==> config.mk <==
export PLATFORM = sky130hd
export DESIGN_NAME = fifo_trig_flow
export DESIGN_NICKNAME = d
export VERILOG_FILES = /design/src/rtl/fifo_trig_pkg.sv /design/src/rtl/level_detect.sv /design/src/rtl/rx_idle_watch.sv /design/src/rtl/rts_drive.sv /design/src/rtl/fifo_trig_flow.sv
export SDC_FILE = /design/constraint.sdc
export NUM_CORES = 1
export LEC_CHECK = 0
export BUFFER_PORTS_ARGS = -buffer_cell sky130_fd_sc_hd__buf_2
export CORE_MARGIN = 2
export CORE_UTILIZATION = 25
export CTS_CLUSTER_SIZE = 10
export DETAILED_ROUTE_END_ITERATION = 10
export GPL_TIMING_DRIVEN = 1
export PLACE_DENSITY_LB_ADDON = 0.25
export SLEW_MARGIN = 10
export SYNTH_ARGS = -nofsm -noshare
export SYNTH_HDL_FRONTEND = slang
export SYNTH_SLANG_ARGS = --single-unit
==> constraint.sdc <==
create_clock -name clk -period 3.8 [get_ports clk]
set_clock_uncertainty 0.2 [all_clocks]
set_input_delay 0.57 -clock clk [delete_from_list [all_inputs] [get_ports clk]]
set_output_delay 0.57 -clock clk [all_outputs]
set_load 0.05 [all_outputs]
==> src/rtl/fifo_trig_pkg.sv <==
package fifo_trig_pkg;

  // Transmit threshold in free slots, scaled from the FIFO depth.
  function automatic int unsigned tx_level(input logic [1:0] sel, input int unsigned depth);
    case (sel)
      2'b00:   return depth;
      2'b01:   return (depth * 3) / 4;
      2'b10:   return (depth * 3) / 8;
      default: return 1;
    endcase
  endfunction

  // Receive threshold in bytes held.
  function automatic int unsigned rx_level(input logic [1:0] sel, input int unsigned depth);
    case (sel)
      2'b00:   return 1;
      2'b01:   return (depth * 3) / 8;
      2'b10:   return (depth * 3) / 4;
      default: return depth;
    endcase
  endfunction

endpackage

==> src/rtl/level_detect.sv <==
module level_detect
  import fifo_trig_pkg::*;
#(
  parameter int DEPTH = 16,
  parameter int CNT_W = 5,
  parameter bit IS_RX = 1'b0
) (
  input  logic [CNT_W-1:0] count,
  input  logic [1:0]       sel,
  output logic             hit
);

  logic [CNT_W-1:0] lvl;

  generate
    if (IS_RX) begin : g_rx
      always_comb lvl = CNT_W'(rx_level(sel, DEPTH));
    end else begin : g_tx
      always_comb lvl = CNT_W'(tx_level(sel, DEPTH));
    end
  endgenerate

  assign hit = (count >= lvl);

endmodule

==> src/rtl/rx_idle_watch.sv <==
module rx_idle_watch #(
  parameter int CNT_W       = 5,
  parameter int TIMEOUT_CYC = 64,
  localparam int TW         = $clog2(TIMEOUT_CYC + 1)
) (
  input  logic             clk,
  input  logic             rst,
  input  logic             en,
  input  logic [CNT_W-1:0] fill,
  output logic             expired
);

  logic [CNT_W-1:0] fill_prev;
  logic [TW-1:0]    idle_cnt;
  logic             restart;

  assign restart = !en || (fill == '0) || (fill != fill_prev);

  always_ff @(posedge clk) begin
    if (rst) begin
      fill_prev <= '0;
      idle_cnt  <= '0;
    end else begin
      fill_prev <= fill;
      if (restart)
        idle_cnt <= '0;
      else if (idle_cnt != TW'(TIMEOUT_CYC))
        idle_cnt <= idle_cnt + 1'b1;
    end
  end

  assign expired = (idle_cnt == TW'(TIMEOUT_CYC));


  tmo_off_clears_chk: assert property (@(posedge clk) disable iff (rst)
    !en |=> (idle_cnt == '0));


  empty_never_times_chk: assert property (@(posedge clk) disable iff (rst)
    (fill == '0) |=> !expired);

endmodule

==> src/rtl/rts_drive.sv <==
module rts_drive (
  input  logic clk,
  input  logic rst,
  input  logic auto_en,
  input  logic rx_hit,
  input  logic sw_req,
  output logic rts_n
);

  logic seen_q;

  always_ff @(posedge clk) begin
    if (rst) begin
      rts_n  <= 1'b1;
      seen_q <= 1'b0;
    end else begin
      rts_n  <= auto_en ? rx_hit : !sw_req;
      seen_q <= 1'b1;
    end
  end


  manual_follow_chk: assert property (@(posedge clk) disable iff (rst)
    (seen_q && !$past(auto_en)) |-> (rts_n == !$past(sw_req)));


  reset_idle_chk: assert property (@(posedge clk)
    $past(rst) |-> rts_n);

endmodule

==> src/rtl/fifo_trig_flow.sv <==
module fifo_trig_flow #(
  parameter int  DEPTH       = 16,
  parameter int  TIMEOUT_CYC = 64,
  localparam int CNT_W       = $clog2(DEPTH + 1)
) (
  input  logic             clk,
  input  logic             rst,
  input  logic [CNT_W-1:0] rx_fill,
  input  logic [CNT_W-1:0] tx_free,
  input  logic [1:0]       tx_lvl_sel,
  input  logic             rx_lvl_hi,
  input  logic             rx_lvl_lo,
  input  logic             auto_rts_en,
  input  logic             rx_tmo_en,
  input  logic             sw_rts_req,
  output logic             rx_trig,
  output logic             tx_trig,
  output logic             rts_n
);

  logic tx_hit, rx_hit, tmo_hit, seen_q;

  level_detect #(.DEPTH(DEPTH), .CNT_W(CNT_W), .IS_RX(1'b0)) u_tx_lvl (
    .count (tx_free),
    .sel   (tx_lvl_sel),
    .hit   (tx_hit)
  );

  level_detect #(.DEPTH(DEPTH), .CNT_W(CNT_W), .IS_RX(1'b1)) u_rx_lvl (
    .count (rx_fill),
    .sel   ({rx_lvl_hi, rx_lvl_lo}),
    .hit   (rx_hit)
  );

  rx_idle_watch #(.CNT_W(CNT_W), .TIMEOUT_CYC(TIMEOUT_CYC)) u_idle (
    .clk     (clk),
    .rst     (rst),
    .en      (rx_tmo_en),
    .fill    (rx_fill),
    .expired (tmo_hit)
  );

  rts_drive u_rts (
    .clk     (clk),
    .rst     (rst),
    .auto_en (auto_rts_en),
    .rx_hit  (rx_hit),
    .sw_req  (sw_rts_req),
    .rts_n   (rts_n)
  );

  always_ff @(posedge clk) begin
    if (rst) begin
      rx_trig <= 1'b0;
      tx_trig <= 1'b0;
      seen_q  <= 1'b0;
    end else begin
      rx_trig <= rx_hit || tmo_hit;
      tx_trig <= tx_hit;
      seen_q  <= 1'b1;
    end
  end


  tx_all_free_chk: assert property (@(posedge clk) disable iff (rst)
    (seen_q && $past(tx_free) == CNT_W'(DEPTH)) |-> tx_trig);


  tx_none_free_chk: assert property (@(posedge clk) disable iff (rst)
    (seen_q && $past(tx_free) == '0) |-> !tx_trig);


  rx_full_chk: assert property (@(posedge clk) disable iff (rst)
    (seen_q && $past(rx_fill) == CNT_W'(DEPTH)) |-> rx_trig);


  rts_empty_chk: assert property (@(posedge clk) disable iff (rst)
    (seen_q && $past(auto_rts_en) && $past(rx_fill) == '0) |-> !rts_n);


  flags_reset_chk: assert property (@(posedge clk)
    $past(rst) |-> (!rx_trig && !tx_trig));

endmodule

Yosys cells after proc, flatten, opt, wreduce, memory -nomap -nowiden
Cells that the tools add are included.
- flip-flop bits (word level): 15
- bits of input ports: 19
- output and inout bits: 3
- word-level logic and storage cells: 27
- $add $sub $neg: 1
- $lt $le $gt $ge: 2
- equal/unequal tests: 7
- mux-type cells: 3
- reduce and logical (&&, ||, !) cells: 9
- operator list (operator ; number):
    $pmux W5 S3 ; 2
    $ge A5 B5 Y1 ; 2
    $add A7 B1 Y7 const B ; 1
    $eq A7 B7 Y1 const B ; 1
    $ne A7 B7 Y1 const B ; 1
    $logic_not A5 Y1 ; 1
    $ne A5 B5 Y1 ; 1
    $eq A2 B1 Y1 const B ; 2
    $eq A2 B2 Y1 const B ; 2
    $logic_not A2 Y1 ; 2
    $logic_or A1 B1 Y1 ; 3
    $logic_not A1 Y1 ; 2
    $reduce_or A2 Y1 ; 1
    $mux W1 ; 1

Depth between registers and ports, before layout
- depth in word-level cells: 4
- mapped depth: 8
- mapped depth without buffers: 8

Modules after synthesis
Synthesis repeated with hierarchy kept, for this count alone.
- cells, all modules: 110
- area, all modules: 1024.7 um^2
- by module, submodules not included (module ; times used ; cells each ; area each (um^2) ; sequential area each (um^2)):
    rx_idle_watch ; 1 ; 59 ; 590.6 ; 240.2
    level_detect ; 2 ; 22 ; 172.7 ; 0.0
    fifo_trig_flow ; 1 ; 4 ; 56.3 ; 40.0
    rts_drive ; 1 ; 3 ; 32.5 ; 20.0

Worst setup path after synthesis
OpenSTA, ideal clock, no wires.
- kind: input to register
- from: input rx_lvl_hi
- to: register u_rts.rts_n
- setup time: 0.133 ns
- data arrival time: 1.614 ns
- data required time: 3.467 ns
- path slack: 1.853 ns
- stages: 7
- path buffers: 0
- path through: inv_1 > ha_1 > ha_1 > nand2b_1 > a21o_2 > a21oi_1 > a31oi_1
- longest elaborated chain between the ends: 4
- elaborated cells on any way between the ends: 6
- classes of those cells: order compare (1); eq/ne (2); mux (2); reduce/logical (1)
- RTL lines (what ; RTL line ; RTL):
    start: declaration ; fifo_trig_flow.sv:11 ; input logic rx_lvl_hi,
    $eq A2 B2 Y1 (tied with other cells) ; fifo_trig_pkg.sv:15 ; case (sel)
    $pmux W5 S3 (*) ; fifo_trig_pkg.sv:15 ;
    $ge A5 B5 Y1 (*) ; level_detect.sv:23 ; assign hit = (count >= lvl);
    $mux W1 (*) ; rts_drive.sv:17 ; rts_n <= auto_en ? rx_hit : !sw_req;
    end signal: assignment ; rts_drive.sv:17 ;
    end: declaration ; rts_drive.sv:7 ; output logic rts_n
Every way passes the cells marked *; elsewhere a longest branch is shown, timed or not.
A chain may end at the register's enable or synchronous reset.

Final worst setup path
- from: input rx_lvl_hi
- to: register rx_trig
- longest elaborated chain between the ends: 4
- elaborated cells on any way between the ends: 6
- classes of those cells: order compare (1); eq/ne (2); mux (1); reduce/logical (2)
- RTL lines (what ; RTL line ; RTL):
    $eq A2 B2 Y1 (tied with other cells) ; fifo_trig_pkg.sv:15 ;
    $pmux W5 S3 (*) ; fifo_trig_pkg.sv:15 ;
    $ge A5 B5 Y1 (*) ; level_detect.sv:23 ;
    $logic_or A1 B1 Y1 (*) ; fifo_trig_flow.sv:58 ; rx_trig <= rx_hit || tmo_hit;
    end signal: assignment ; fifo_trig_flow.sv:58 ;
    end: declaration ; fifo_trig_flow.sv:16 ; output logic rx_trig,
Marked as above.

==> impl_metrics.py <==
metrics = {
    "power": {
        "power.density_mw_per_mm2": 303,
        "power_uw": 364,
        "ir_worst_vdd_uv": 136,
        "power_leakage_uw": 0.000557,
    },
    "layout": {
        "fill_cells": 413,
        "seq_area_um2": 300,
        "n_antenna_cell": 0,
        "mostFrequentLayoutCell": "buf_2",
        "fin_cells": 186,
        "final_nets": 176,
        "area_growth_pct": 19.2,
        "drive_gt1_share_pct": 22.1,
        "final_cell_mix": "buf_2, ha_1, inv_1",
        "multi_input_area_um2": 628,
    },
    "setup_path": {
        "required_ps": 3720,
        "ff2ff_path_depth": 6,
        "crit_fanout": 3,
        "crit_arrival_ps": 1820,
        "critPathCaptureType": "register",
        "critPathKind": "in -> reg",
        "crit_path_start_kind": "input port",
    },
    "grt": {
        "grt_max_degree": 12,
        "grt_antenna_before_repair": 0,
        "grt_pass1_wl_mm": 3.03,
        "grt_pass1_vias": 757,
        "grt_usage_pct": 8.71,
        "grt.overflow.total": 0,
    },
    "clock_network": {
        "clock_sinks": 15,
        "cts_resized": 0,
        "root_buffer": "clkbuf_8",
        "clkTransAtPathRegs_ps": 60,
        "cts_buffers": 3,
        "cts_tree": "done",
        "post_cts_buffers": 0,
        "cts_hold_buf": 0,
        "htree_levels": 1,
        "clk-insertion-delay-late_ps": 240,
        "clk_path_buf_depth": 2,
    },
    "die": {
        "die-width_um": 67.5,
        "core_area_mm2": 0.00394,
        "die-area_mm2": 0.00456,
        "row_count": 23,
        "die_h_um": 67.5,
        "ioPinCount": 22,
        "start_util_pct": 25.6,
    },
    "detailed_routing": {
        "drt_iter0_markers": 4,
        "top_layer": "met4",
        "drc": 0,
        "ant_nets": 0,
        "dr_wl_met3_um": 44,
        "vias": 778,
        "wl_mm": 1.73,
        "dr.pass1.iters": 4,
        "wl_met2_um": 850,
        "avgRoutedWirePerCell_um": 9.28,
        "met1Wirelength_um": 790,
        "avgViaCountPerCell": 4.18,
    },
    "place": {
        "hpwl_mm": 1.47,
        "dp_cells": 182,
        "dp_slack_ps": 1640,
        "gp_congestion": 0.712,
        "port_buffers": 21,
    },
    "logic_synthesis": {
        "seq_area_frac_synth_pct": 29.8,
        "synth_cell_types": 28,
        "yosysWarnings": 0,
        "netlist_area_mm2": 0.00101,
        "ys_async_sr_fraction_pct": 0,
        "netlist_instances": 112,
        "ys_ff_latch": 15,
        "synth-main-ff-cell": "dfxtp_1",
        "synth_edf_count": 0,
        "synth_fp_nets": 151,
        "syn_avg_cell_area_um2": 9.00,
    },
    "min_path": {
        "whs_path_depth": 2,
        "hp-class": "reg -> reg",
    },
    "sta": {
        "period_needed_ps": 1900,
        "finalCritPeriodShare_pct": 50.1,
        "hold_violations": 0,
        "worstMarginPinSlew_ps": 405,
        "max_clock_freq_ghz": 0.525,
        "setup_violations": 0,
        "fin_tns_setup_ps": 0,
        "final_max_slew_viol_count": 0,
        "holdWs_ps": 286,
        "slew_headroom_pct": 72.8,
        "fin_ws_ps": 1900,
        "rsz0062_at_grt": "false",
    },
    "outcome": {
        "outcome": "finished, final reports clean",
    },
    "flow_run": {
        "drv_cap": 0,
    },
}
Yosys cell counts (2+ instances only):
cell type / count / area (um2)
nand2_1: 6 / 22.5
xnor2_1: 3 / 26.3
nor2_1: 6 / 22.5
a31oi_1: 2 / 12.5
a21oi_1: 5 / 25.0
nor3_1: 2 / 10.0
xor2_1: 6 / 52.6
o21ai_0: 3 / 15.0
ha_1: 20 / 250
inv_1: 16 / 60.1
dfxtp_1: 15 / 300
nand3_1: 5 / 25.0
nand2b_1: 4 / 25.0
nor2b_1: 5 / 31.3
power breakdown:
part,internal (uW),switching (uW)
clock,72.5,55.7
sequential,164,2.04
combinational,28.9,41.2
total,265,99.0
cell families (layout without fill, tap and decap cells):
group                    Yosys count  in the layout  share of synthesized area [%]
XOR/XNOR                           9              9                           7.82
flip-flops                        15             15                           29.8
adder cells (fa/ha/maj)           20             20                           24.8
AND/OR/NAND/NOR                   36             36                           20.5
buffers and inverters             17             41                           7.94
AO/OA/AOI/OAI                     15             15                           9.18
area by class of cell:
| type | count | area share [%] |
|---|---|---|
| Clock buffer | 3 | 3.43 |
| Sequential cell | 15 | 25.0 |
| Inverter | 16 | 4.99 |
| Timing Repair Buffer | 21 | 8.74 |
| Multi-Input combinational cell | 80 | 52.2 |
| Clock inverter | 1 | 0.416 |
| Tap cell | 50 | 5.20 |
worst max-delay path, stage by stage:
cell and delay (ps):
buf_2 110, inv_1 60, ha_1 190, ha_1 260, nand2b_1 140, a21o_2 200
a21oi_1 190, a31oi_1 110
per-stage QoR:
step,area [um2],util (%)
after floorplan,1010,-
after global placement,1160,29.3
after detailed placement,1160,29.3
after CTS,1200,30.5
after global routing,1200,30.5
final,1200,30.5
layer usage:
metal | vias up | GRT usage, %
met5 | - | 0
met4 | 0 | 5.36
met3 | 4 | 1.33
met2 | 13 | 15.3
met1 | 347 | 9.77
li1 | 414 | -
flip-flops by register name, summed over array words and instances (netlist names):
| signal | flops |
|---|---|
| tx_trig | 1 |
| u_idle.idle_cnt | 7 |
| u_idle.fill_prev | 5 |
| rx_trig | 1 |
| u_rts.rts_n | 1 |
path summary, 6_finish.rpt:
check,start,to,slack [ps]
max,rx_lvl_hi,rx_trig,1900
min,u_idle.idle_cnt[1],u_idle.idle_cnt[1],290
max reg2reg,u_idle.idle_cnt[0],rx_trig,2110
min reg2reg,u_idle.idle_cnt[1],u_idle.idle_cnt[1],290
Power figures use the tool's default switching activity.
